## config.mk

```make
export PLATFORM = sky130hd
export DESIGN_NAME = mii_tx_defer
export DESIGN_NICKNAME = d
export VERILOG_FILES = /design/src/rtl/hdtx_pkg.sv /design/src/rtl/hdtx_sync.sv /design/src/rtl/hdtx_gap.sv /design/src/rtl/mii_tx_defer.sv
export SDC_FILE = /design/constraint.sdc
export NUM_CORES = 1
export LEC_CHECK = 0
export BUFFER_PORTS_ARGS = -buffer_cell sky130_fd_sc_hd__buf_2
export CAP_MARGIN = 25
export CORE_MARGIN = 2
export CORE_UTILIZATION = 54
export CTS_CLUSTER_SIZE = 24
export DETAILED_ROUTE_END_ITERATION = 10
export PLACE_DENSITY = 0.81
export SYNTH_ARGS = -nofsm -noshare
export SYNTH_HDL_FRONTEND = slang
export SYNTH_SLANG_ARGS = --single-unit
```

## constraint.sdc

```tcl
create_clock -name clk -period 2.35 [get_ports clk]
set_input_delay 0.235 -clock clk [delete_from_list [all_inputs] [get_ports clk]]
set_output_delay 0.235 -clock clk [all_outputs]
set_load 0.01 [all_outputs]
```

## src/rtl/hdtx_pkg.sv

```systemverilog
package hdtx_pkg;
  // Clocks needed to cover a gap of gap_bits when each clock carries beat_bits.
  function automatic int gap_clocks(input int gap_bits, input int beat_bits);
    return gap_bits / beat_bits;
  endfunction
endpackage

```

## src/rtl/hdtx_sync.sv

```systemverilog
module hdtx_sync #(
  parameter int STAGES = 2
) (
  input  logic clk,
  input  logic rst,
  input  logic d,
  output logic q
);
  logic [STAGES-1:0] chain;

  always_ff @(posedge clk) begin
    if (rst) chain <= '0;
    else     chain <= {chain[STAGES-2:0], d};
  end

  assign q = chain[STAGES-1];
endmodule

```

## src/rtl/hdtx_gap.sv

```systemverilog
module hdtx_gap #(
  parameter int DW       = 8,
  parameter int GAP_BITS = 96
) (
  input  logic clk,
  input  logic rst,
  input  logic line_busy,
  input  logic nibble_mode,
  output logic gap_ok
);
  localparam int NIB_GAP  = hdtx_pkg::gap_clocks(GAP_BITS, DW / 2);
  localparam int BYTE_GAP = hdtx_pkg::gap_clocks(GAP_BITS, DW);
  localparam int CW       = $clog2(NIB_GAP);
  localparam logic [CW-1:0] SAT      = CW'(NIB_GAP - 1);
  localparam logic [CW-1:0] BYTE_MIN = CW'(BYTE_GAP - 1);

  logic [CW-1:0] idle_cnt;

  // Counts clocks since the line went quiet; saturates once the longest gap is met.
  always_ff @(posedge clk) begin
    if (rst)                  idle_cnt <= SAT;
    else if (line_busy)       idle_cnt <= '0;
    else if (idle_cnt != SAT) idle_cnt <= idle_cnt + 1'b1;
  end

  assign gap_ok = idle_cnt >= (nibble_mode ? SAT : BYTE_MIN);
endmodule

```

## src/rtl/mii_tx_defer.sv

```systemverilog
module mii_tx_defer #(
  parameter int DW          = 8,
  parameter int GAP_BITS    = 96,
  parameter int SYNC_STAGES = 2
) (
  input  logic          clk,
  input  logic          rst,
  input  logic          cfg_half_duplex,
  input  logic          cfg_nibble_mode,
  input  logic          crs_in,
  input  logic          in_valid,
  input  logic [DW-1:0] in_data,
  input  logic          in_last,
  output logic          in_ready,
  output logic          tx_en,
  output logic [DW-1:0] tx_data,
  output logic          cfg_illegal
);
  localparam int HW = DW / 2;

  logic          crs_s;
  logic          gap_ok;
  logic          busy;
  logic          hi_pending;
  logic          last_taken;
  logic [HW-1:0] hi_q;
  logic          half_eff;
  logic          start_ok;
  logic          take;

  hdtx_sync #(.STAGES(SYNC_STAGES)) u_crs_sync (
    .clk (clk),
    .rst (rst),
    .d   (crs_in),
    .q   (crs_s)
  );

  hdtx_gap #(.DW(DW), .GAP_BITS(GAP_BITS)) u_gap (
    .clk         (clk),
    .rst         (rst),
    .line_busy   (tx_en),
    .nibble_mode (cfg_nibble_mode),
    .gap_ok      (gap_ok)
  );

  // Half duplex only counts with nibble beats.
  assign half_eff = cfg_half_duplex & cfg_nibble_mode;
  assign start_ok = !busy && gap_ok && !(half_eff && crs_s);
  assign in_ready = start_ok || (busy && !last_taken && !hi_pending);
  assign take     = in_valid && in_ready;

  always_ff @(posedge clk) begin
    if (rst) begin
      busy        <= 1'b0;
      hi_pending  <= 1'b0;
      last_taken  <= 1'b0;
      hi_q        <= '0;
      tx_en       <= 1'b0;
      tx_data     <= '0;
      cfg_illegal <= 1'b0;
    end else begin
      cfg_illegal <= cfg_half_duplex & ~cfg_nibble_mode;
      if (take) begin
        busy       <= 1'b1;
        tx_en      <= 1'b1;
        last_taken <= in_last;
        if (cfg_nibble_mode) begin
          tx_data    <= {{(DW-HW){1'b0}}, in_data[HW-1:0]};
          hi_q       <= in_data[DW-1:HW];
          hi_pending <= 1'b1;
        end else begin
          tx_data    <= in_data;
          hi_pending <= 1'b0;
        end
      end else if (hi_pending) begin
        tx_data    <= {{(DW-HW){1'b0}}, hi_q};
        hi_pending <= 1'b0;
      end else begin
        busy       <= 1'b0;
        last_taken <= 1'b0;
        tx_en      <= 1'b0;
        tx_data    <= '0;
      end
    end
  end
endmodule

```

==> summary.txt, run 1 <==
Cell count after placement - 145
I/O pin count - 26
Area contributors post-synth - sky130_fd_sc_hd__dfxtp_1 45%, sky130_fd_sc_hd__mux2i_1 9.7%, sky130_fd_sc_hd__nand2b_1 8.5%, sky130_fd_sc_hd__ha_1 4.9%, sky130_fd_sc_hd__nand3b_1 3.6%
Maximum frequency from static timing analysis - 0.5103 GHz
Unrepaired setup endpoints after global routing - no
Register-to-register setup slack - 580 ps
Outcome - completed
Number of synthesis warnings - 0
Tightest Pin Transition - 587.3 ps
Sequential fraction of the synthesis area - 44.77%
Ratio of total power to cell area - 908.0 mW/mm^2
Leakage power - 0.0005321 uW
Number of synthesized flops with an enable pin - 0
Average vias per placed instance - 5.148
Total negative slack for setup checks - 0 ps
Critical Path, Cell by Cell - ha_1 -> nand2_1 -> o311a_4 -> nor2_1 -> buf_2
Layout overhead on the synthesized area - 15.69%
Period utilization - 83.39%
Slew Limit Fails - 0
Antenna violations before repair - 0
Yosys top cell by area - sky130_fd_sc_hd__dfxtp_1
Post-Syn Area - 0.001028 sq mm
Synthesized instance count - 99
Signal arrival time at the worst endpoint - 1720 ps
Number of clock sinks - 23
Number of setup violations in the final report - 0
Height of the die - 47.64 microns
Total Die Area - 0.002270 sq mm
Worst hold-check path type - primary input to register
Total power of the final layout - 1080 uW
Category of the worst setup path capture point - primary output
Count of port buffers added during placement - 25
Gpl congestion - 0.7603
Critical path startpoint category - register
Max-Slew Margin vs Limit - 60.68%
WP buf/inv - 1
Cell class contributing the biggest share of worst-path delay - compound AO/OA/AOI/OAI gates
Placeable core area - 0.001764 sq mm
Antenna Nets Post-Route - 0
Clock skew - 6.658 ps
Data required time of the worst path - 2120 ps
Hold Buf Count CTS - 0
Leading post-synthesis cells by instance count - 23 x sky130_fd_sc_hd__dfxtp_1, 14 x sky130_fd_sc_hd__nand2b_1, 10 x sky130_fd_sc_hd__mux2i_1
Total CTS buffers - 3
Maximum number of pins on one net before global-route repair - 29
Most used standard cell by instance count after synthesis - sky130_fd_sc_hd__dfxtp_1
Number of standard cells in the final layout excluding fillers - 149
Routed length per placed instance - 12.24 microns
DRC Markers - 0
Total via count after detailed routing - 767
Mapped Nets - 118
Number of hold violations in the final report - 0
Synth unique cells - 28
Via count of the first global-routing pass - 682
Global-route total usage across every layer - 18.88%
Initial DRC count - 29
CTS Root Buffer Type - sky130_fd_sc_hd__clkbuf_4
Share of flip-flops with an asynchronous set or reset after synthesis - 0%
Maximum fanout along the worst path - 5
Number of inserted filler cells in the final layout - 138
Clock-pin slew of the registers on the worst-case setup and hold paths - 120 ps
Maximum buffer depth of the clock tree - 2
Number of cells upsized or downsized after cts - 0
CTS H-tree depth - 1
Worst path max stage delay - 420 ps
Site Rows - 15
Number of flip-flops and latches in the synthesized netlist - 23
Starting density of the core - 58.30%
Yosys top cell area share - 44.77%
Critical path start-end classification - register to primary output
Flip-flop cell with the highest count after synthesis - sky130_fd_sc_hd__dfxtp_1
Clock latency at the later pin of the worst-skew pair - 310 ps
Clock tree from TritonCTS - done
Maximum Capacitance Violations - 0
Final hold slack - 131.3 ps
Net count reported at finish - 144
Post-CTS setup buffer count - 0
Aggregate global routing overflow - 0
Final routed wirelength across all metal layers - 1824 microns
Min cycle time layout - 1960 ps
Layout cell share with drive strength beyond 1 - 25.81%
Library cell contributing the largest single delay on the critical path - sky130_fd_sc_hd__o311a_4
First drt pass iteration count - 4
Final HPWL DP - 1346 microns
Max rail drop VDD - 837.7 uV
Mapped Avg Cell Area - 10.39 sq um
Floorplan die width - 47.64 microns
Diode insertion count for antenna repair - 0
Wire length of the first global-routing pass - 2960 microns
-- worst register-to-register path, delay by kind of cell, from the launching register on --
kind	cells	cell delay (ps)
and+or+nand+nor	2	380
DFF	1	370
adders and majority gates	1	320
muxes	1	230
AOI/OAI and AO/OA	1	420
-- through the flow --
step	util (%)	cell area (sq um)	worst slack, ps
floorplan	-	1028	752.6
global placement	65.89	1162	561.2
detailed placement	65.89	1162	433.4
CTS	67.45	1190	364.9
global route	67.45	1190	306.7
finish	67.45	1190	390.4
-- state kept, by name (all words and copies together), names as in the netlist --
register          cells
busy                  1
last_taken            1
cfg_illegal           1
hi_pending            1
tx_data               8
u_crs_sync.chain      2
u_gap.idle_cnt        5
hi_q                  4
-- layout make-up --
cell class                 instances  area (sq um)  area share [%]
clock buffer                       3         22.52           1.893
multi-input combinational         71         541.8           45.53
sequential                        23         460.4           38.70
inverter                           1         3.754          0.3155
tap                               25         31.28           2.629
clock inverter                     1         5.005          0.4206
timing repair buffer              25         125.1           10.52
-- where the power goes --
part           internal [uW]  total (uW)  leakage (uW)  switching (uW)
Combinational            189         384      0.000326             196
Clock                   63.6         181     0.0000177             118
Sequential               451         515      0.000188            64.1
-- logic make-up after synthesis --
group | Yosys count | share of synthesized area (%)
AO/OA/AOI/OAI | 12 | 8.881
multiplexers | 10 | 9.733
adder cells (fa/ha/maj) | 4 | 4.866
AND/OR/NAND/NOR | 42 | 26.64
XOR/XNOR | 3 | 2.555
buffers and inverters | 5 | 2.554
flip-flops | 23 | 44.77
-- worst paths after layout --
path              cells after the start             endpoint                start
setup / recovery                      5             in_ready    u_gap.idle_cnt[4]
hold reg to reg                       1  u_crs_sync.chain[1]  u_crs_sync.chain[0]
hold / removal                        2  u_crs_sync.chain[0]               crs_in
setup reg to reg                      5              hi_q[3]    u_gap.idle_cnt[4]
-- routing by layer --
metal	part of all wire [%]	wire, microns	GRT usage, %	up-vias
met3	5.5	100	4.528	4
met5	0	0	0	-
li1	-	-	-	399
met1	49	901	25.34	338
met2	44	798	28.92	26
met4	1.3	23	8.108	0
-- placed cells by master, fill, tap and decap left out, drive strengths merged, types with 2 or more instances in the layout --
master / instances
and3: 4
buf: 25
nand2: 2
nand3b: 5
nand2b: 14
xor2: 2
o21ai: 4
nor2: 4
dfxtp: 23
o21bai: 4
mux2i: 10
nand3: 4
ha: 4
nor2b: 3
clkbuf: 3
Note: power is estimated with default switching activity, not from simulation.
==> run 2: changes to the inputs <==
--- a/config.mk
+++ b/config.mk
@@ -8,10 +8,10 @@
 export BUFFER_PORTS_ARGS = -buffer_cell sky130_fd_sc_hd__buf_2
 export CAP_MARGIN = 25
 export CORE_MARGIN = 2
-export CORE_UTILIZATION = 54
+export CORE_UTILIZATION = 46
 export CTS_CLUSTER_SIZE = 24
 export DETAILED_ROUTE_END_ITERATION = 10
-export PLACE_DENSITY = 0.81
+export PLACE_DENSITY = 0.73
 export SYNTH_ARGS = -nofsm -noshare
 export SYNTH_HDL_FRONTEND = slang
 export SYNTH_SLANG_ARGS = --single-unit
==> constraint.sdc (replaced) <==
create_clock -name clk -period 1.59 [get_ports clk]
set_input_delay 0.159 -clock clk [delete_from_list [all_inputs] [get_ports clk]]
set_output_delay 0.159 -clock clk [all_outputs]
set_load 0.01 [all_outputs]
==> run 2 against run 1 <==
Compared with the run above: the run now ends with negative setup slack left; sequential share of layout area is 6.1 points lower; sequential power is 44% higher; total power is 84% higher; critical path type unchanged; largest power group is now combinational logic.
==> summary.txt, run 2 (synthesis gave the netlist of run 1 again) <==
Pre-CTS setup slack - -109.0 ps (-542.4 ps)
Clock tree from TritonCTS - done
Clock latency at the later pin of the worst-skew pair - 320 ps (about the same)
First drt pass iteration count - 4 (unchanged)
Startpoint of the most critical register-to-register path - u_gap.idle_cnt[4]
Library cell contributing the largest single delay on the critical path - sky130_fd_sc_hd__o311a_4
Number of inserted filler cells in the final layout - 188 (+36%)
Clock skew - 10.59 ps (+3.927 ps)
Starting density of the core - 47.40% (-11 points)
Maximum buffer depth of the clock tree - 2 (unchanged)
Ratio of total power to cell area - 1389 mW/mm^2 (+53%)
DRC Markers - 0 (unchanged)
I/O pin count - 26 (unchanged)
Tightest Pin Transition - 746.0 ps (+158.8 ps)
Routed length per placed instance - 13.46 microns (+9.9%)
Global-route total usage across every layer - 18.95% (+0.075 points)
Start point of the critical path - u_gap.idle_cnt[4]
Count of port buffers added during placement - 25 (unchanged)
Antenna Nets Post-Route - 0 (unchanged)
Net count reported at finish - 160 (+11%)
Hold Buf Count CTS - 0 (unchanged)
Final routed wirelength across all metal layers - 2261 microns (+24%)
Number of standard cells in the final layout excluding fillers - 168 (+13%)
Critical Path, Cell by Cell - ha_4 -> nand2_2 -> o311a_4 -> buf_6 -> nor2_4 -> buf_6
Worst hold-check path type - primary input to register
Total power of the final layout - 1985 uW (+84%)
Final HPWL DP - 1502 microns (+12%)
Footprint of the multi-input gates - 625.6 sq um (+15%)
Critical path start-end classification - register to primary output
Wire length of the first global-routing pass - 3670 microns (+24%)
Violations in the final reports - negative setup slack
Data required time of the worst path - 1430 ps (-690 ps)
CTS Root Buffer Type - sky130_fd_sc_hd__clkbuf_4
Maximum frequency from static timing analysis - 0.5460 GHz
Min cycle time layout - 1832 ps
Average vias per placed instance - 5.012 (-2.6%)
Final WS setup - -241.7 ps (-632.0 ps)
Highest-count cells in the layout ignoring fill and taps - 24 x sky130_fd_sc_hd__buf_2, 19 x sky130_fd_sc_hd__dfxtp_1, 14 x sky130_fd_sc_hd__nand2b_1
Worst path most repeated cell - sky130_fd_sc_hd__buf_6
Gpl congestion - 0.7229 (-4.9%)
Diode insertion count for antenna repair - 0 (unchanged)
Layout overhead on the synthesized area - 38.93%
Period utilization - 115.2%
Outcome - complete, but fails checks
Initial DRC count - 11 (-62%)
Maximum Capacitance Violations - 0 (unchanged)
Worst reg2reg path depth - 6 (+1)
Final Core Density - 65.86% (-1.6 points)
Via count of the first global-routing pass - 808 (+18%)
Worst setup path end - in_ready
Worst path max stage delay - 370 ps (-50 ps)
Total CTS buffers - 3 (unchanged)
Top flop regs - tx_data x8, u_gap.idle_cnt x5, hi_q x4
Worst flop-to-flop path endpoint - hi_q[3]
Antenna violations before repair - 0 (unchanged)
Signal arrival time at the worst endpoint - 1670 ps (-50 ps)
Leakage power - 0.0006272 uW (+18%)
Maximum number of pins on one net before global-route repair - 29 (unchanged)
Height of the die - 51.29 microns (+7.7%)
Category of the worst setup path capture point - primary output
Critical path startpoint category - register
Unrepaired setup endpoints after global routing - yes
Maximum fanout along the worst path - 2 (-3)
Most common cell after layout, fill and taps aside - sky130_fd_sc_hd__buf_2
Placeable core area - 0.002170 sq mm (+23%)
Final hold slack - 50.89 ps (-80.41 ps)
Layout cell share with drive strength beyond 1 - 44.29% (+18 points)
Clock-pin slew of the registers on the worst-case setup and hold paths - 130 ps (about the same)
Number of flip-flops under the largest register name - 8 (unchanged)
Storage element area - 465.4 sq um (+1.1%)
Floorplan die width - 51.29 microns (+7.7%)
Aggregate global routing overflow - 0 (unchanged)
CTS H-tree depth - 1 (unchanged)
Number of cells on the worst hold path - 2 (unchanged)
Number of hold violations in the final report - 0 (unchanged)
Register-to-register setup slack - -190 ps (-770 ps)
Cell count after placement - 159 (+9.7%)
Number of setup violations in the final report - 16 (+16)
Max-Slew Margin vs Limit - 50.04% (-11 points)
Site Rows - 17 (+2)
Total Die Area - 0.002630 sq mm (+16%)
Largest Register - tx_data
Number of clock sinks - 23 (unchanged)
Max rail drop VDD - 891.0 uV (+6.4%)
Total via count after detailed routing - 842 (+9.8%)
Slew Limit Fails - 0 (unchanged)
==> run 2: cell count changes in the layout (fill, tap and decap cells not counted), moves of 2 or more <==
cell                      change
sky130_fd_sc_hd__buf_4       +13
sky130_fd_sc_hd__buf_6        +3
sky130_fd_sc_hd__dfxtp_1      -4
sky130_fd_sc_hd__dfxtp_2      +4
sky130_fd_sc_hd__ha_1         -3
sky130_fd_sc_hd__ha_4         +3
sky130_fd_sc_hd__nor2_1       -2
==> run 2: worst min-delay path by stage <==
stage | start | end | slack (ps)
after global routing | crs_in | u_crs_sync.chain[0] | 40
after global placement | crs_in | u_crs_sync.chain[0] | 370
after detailed placement | crs_in | u_crs_sync.chain[0] | 370
final | crs_in | u_crs_sync.chain[0] | 50
after CTS | crs_in | u_crs_sync.chain[0] | 40
after floorplan | cfg_half_duplex | cfg_illegal | 280
==> run 2: critical path: cells and delay by family, from the launching register on <==
family | cells | cell delay (ps)
compound gates | 1 | 370
flops | 1 | 360
simple gates | 2 | 120
fa+ha+maj | 1 | 270
buf+inv | 2 | 230
==> run 2: per-layer routing <==
metal  track usage [%]  share of wire (%)
met5                 0                  0
met4             6.579                1.1
met3             3.509                2.9
met2             32.03                 51
met1             24.18                 46
==> run 2: repair_timing <==
| item | CTS | global route |
|---|---|---|
| resized for setup | 11 | 9 |
| pin swaps | 5 | 4 |
| buffers inserted | 4 | 1 |
| gates cloned | 0 | 0 |
| setup endpoints to repair | 15 | 16 |
==> run 2: area by class of cell <==
cell class,instances,area share [%]
multi-input cells,71,43.78
inverters,1,0.2627
clock inverters,1,0.3503
well taps,28,2.452
clock buffers,3,1.576
repair buffers,41,19.00
flip-flops and latches,23,32.57
==> run 2: report_power, final <==
part / leakage (uW) / total [uW] / internal, uW / switching (uW)
Combinational: 0.000422 / 970 / 536 / 434
Clock: 0.0000177 / 271 / 94.1 / 177
Sequential: 0.000188 / 744 / 677 / 67.8
==> run 2: stage by stage <==
| step | instance area [sq um] | TNS, ps |
|---|---|---|
| 2_1_floorplan | 1030 | 0 |
| 5_1_grt | 1429 | -2670 |
| 3_3_place_gp | 1250 | -169.8 |
| 4_1_cts | 1369 | -1145 |
| 3_5_place_dp | 1250 | -841.8 |
| 6_report | 1429 | -1816 |
==> run 3: changes to the inputs <==
--- a/config.mk
+++ b/config.mk
@@ -12,6 +12,7 @@
 export CTS_CLUSTER_SIZE = 24
 export DETAILED_ROUTE_END_ITERATION = 10
 export PLACE_DENSITY = 0.73
+export REMOVE_ABC_BUFFERS = 1
 export SYNTH_ARGS = -nofsm -noshare
 export SYNTH_HDL_FRONTEND = slang
 export SYNTH_SLANG_ARGS = --single-unit
==> run 3 against run 2 <==
Compared with the run above: clock skew is 9.5 ps lower; clock power is 2% lower; total power is 1.1% lower; largest cell class unchanged; the run still ends with negative setup slack left; non-clock buffer count is 1 lower; flip-flop and latch count stayed put; register-to-register slack better by 20 ps; cell count is 0.60% lower; clock-buffer cell count stayed put; maximum frequency is 2.5% higher.
==> summary.txt, run 3 (synthesis gave the netlist of run 1 again) <==
Antenna Nets Post-Route - 0 (unchanged)
Routed length per placed instance - 12.50 microns (-7.1%)
CTS Root Buffer Type - sky130_fd_sc_hd__clkbuf_4
Diode insertion count for antenna repair - 0 (unchanged)
Fraction of met3 tracks used by global routing - 1.754% (-1.8 points)
Finished layout cell area - 0.001409 sq mm (-1.4%)
Layout overhead on the synthesized area - 36.98%
Average vias per placed instance - 4.922 (-1.8%)
Maximum buffer depth of the clock tree - 2 (unchanged)
Placeable core area - 0.002170 sq mm (unchanged)
Cell area after placement - 0.001249 sq mm (-0.10%)
Max rail drop VDD - 800.4 uV (-10%)
Global-route total usage across every layer - 17.46% (-1.5 points)
Critical Path, Cell by Cell - ha_4 -> nor2_2 -> o311a_4 -> buf_6 -> nor2_4 -> buf_6
Library cell contributing the largest single delay on the critical path - sky130_fd_sc_hd__o311a_4
Site Rows - 17 (unchanged)
P_int - 1297 uW (-0.69%)
Total Die Area - 0.002630 sq mm (unchanged)
Total via count after detailed routing - 822 (-2.4%)
Worst hold-check path type - primary input to register
Worst path max stage delay - 370 ps (about the same)
Cell class contributing the biggest share of worst-path delay - compound AO/OA/AOI/OAI gates
Gpl congestion - 0.7237 (+0.11%)
DRC Markers - 0 (unchanged)
Hold Buf Count CTS - 0 (unchanged)
GRT Max-Usage Layer - met2
Slew Limit Fails - 0 (unchanged)
Final WS setup - -197.1 ps (+44.52 ps)
Final routed wirelength across all metal layers - 2087 microns (-7.7%)
Clock latency at the later pin of the worst-skew pair - 300 ps (-20 ps)
WP buf/inv - 2 (unchanged)
Via count of the first global-routing pass - 788 (-2.5%)
Combinational Power Share - 49.0% (about the same)
Category of the worst setup path capture point - primary output
Starting density of the core - 47.40% (unchanged)
Unrepaired setup endpoints after global routing - yes
Final Core Density - 64.94% (-0.92 points)
Number of clock sinks - 23 (unchanged)
Number of hold violations in the final report - 0 (unchanged)
Period utilization - 112.4% (-2.8 points)
Count of port buffers added during placement - 25 (unchanged)
Number of flip-flops under the largest register name - 8 (unchanged)
Signal arrival time at the worst endpoint - 1630 ps (-40 ps)
Met1 track demand over resource - 23.40% (-0.78 points)
Total power of the final layout - 1964 uW (-1.1%)
Most common cell after layout, fill and taps aside - sky130_fd_sc_hd__buf_2
Leakage power - 0.0006198 uW (-1.2%)
Height of the die - 51.29 microns (unchanged)
Layout cell share with drive strength beyond 1 - 42.45% (-1.8 points)
Maximum frequency from static timing analysis - 0.5596 GHz (+2.5%)
First drt pass iteration count - 4 (unchanged)
Final HPWL DP - 1430 microns (-4.8%)
Clock-pin slew of the registers on the worst-case setup and hold paths - 120 ps (about the same)
Total CTS buffers - 3 (unchanged)
Antenna violations before repair - 0 (unchanged)
Clock skew - 1.121 ps (-9.464 ps)
Portion of total power attributed to the clock network - 13.5% (about the same)
Reported net switching power - 666.8 uW (-1.7%)
Tightest Pin Transition - 773.4 ps (+27.36 ps)
Highest-count cells in the layout ignoring fill and taps - 24 x sky130_fd_sc_hd__buf_2, 20 x sky130_fd_sc_hd__dfxtp_1, 14 x sky130_fd_sc_hd__nand2b_1
Net count reported at finish - 159 (-0.63%)
Maximum fanout along the worst path - 2 (unchanged)
Max-Slew Margin vs Limit - 48.21% (-1.8 points)
CTS H-tree depth - 1 (unchanged)
Ratio of total power to cell area - 1394 mW/mm^2 (+0.36%)
Wire length of the first global-routing pass - 3456 microns (-5.8%)
Proportion of total power due to net switching - 33.95% (-0.24 points)
Clock tree from TritonCTS - done
Reg power frac - 37.5% (about the same)
Initial DRC count - 7 (-4)
Total negative slack for setup checks - -1473 ps (+343.1 ps)
Met2 Track Usage GR - 27.27% (-4.8 points)
Worst path most repeated cell - sky130_fd_sc_hd__buf_6
Critical path start-end classification - register to primary output
Maximum Capacitance Violations - 0 (unchanged)
I/O pin count - 26 (unchanged)
Min cycle time layout - 1787 ps (-44.52 ps)
Outcome - complete, but fails checks
Top flop regs - tx_data x8, u_gap.idle_cnt x5, hi_q x4
Number of setup violations in the final report - 16 (unchanged)
Largest Register - tx_data
Aggregate global routing overflow - 0 (unchanged)
Critical path startpoint category - register
Maximum number of pins on one net before global-route repair - 29 (unchanged)
Violations in the final reports - negative setup slack
Data required time of the worst path - 1430 ps (about the same)
Floorplan die width - 51.29 microns (unchanged)
run 3: cell count changes in the layout (fill, tap and decap cells not counted), sizes merged:
| cell | before | now |
|---|---|---|
| buf | 41 | 40 |
run 3: metrics by stage:
step | hold slack, ps | setup slack, ps | instances
floorplan | 230.6 | -6.957 | 95
finish | 56.53 | -197.1 | 167
CTS | 52.44 | -202.3 | 166
global placement | 376.0 | -30.49 | 159
detailed placement | 380.4 | -102.4 | 159
global route | 59.62 | -250.2 | 167
run 3: area by class of cell:
class	instances	area [sq um]
Clock inverter	1	5.005
Tap cell	28	35.03
Sequential cell	23	464.2
Fill cell	195	760.7
Multi-Input combinational cell	71	614.3
Clock buffer	3	22.52
Timing Repair Buffer	40	264.0
Inverter	1	3.754
run 3: power groups by stage:
stage	combinational [uW]	clock [uW]	sequential (uW)
2_1_floorplan	422	0	760
3_3_place_gp	702	0	725
3_5_place_dp	729	0	729
4_1_cts	900	275	738
5_1_grt	1050	299	748
6_report	963	265	736
run 3: final timing paths:
path,start,endpoint,slack [ps],cells after the start
hold / removal,crs_in,u_crs_sync.chain[0],60,2
setup / recovery,u_gap.idle_cnt[2],in_ready,-200,6
setup reg to reg,u_gap.idle_cnt[2],hi_q[1],-170,6
hold reg to reg,u_crs_sync.chain[0],u_crs_sync.chain[1],450,1
run 3: metal layers:
| metal | part of all wire [%] | up-vias |
|---|---|---|
| met1 | 47 | 380 |
| li1 | - | 426 |
| met3 | 2.6 | 2 |
| met2 | 50 | 14 |
| met4 | 0.81 | 0 |
| met5 | 0 | - |
run 3: timing repair:
action,CTS,global route
endpoints found under the setup margin,15,16
pin swaps,7,2
gates resized for setup,14,4
setup buffers,3,1
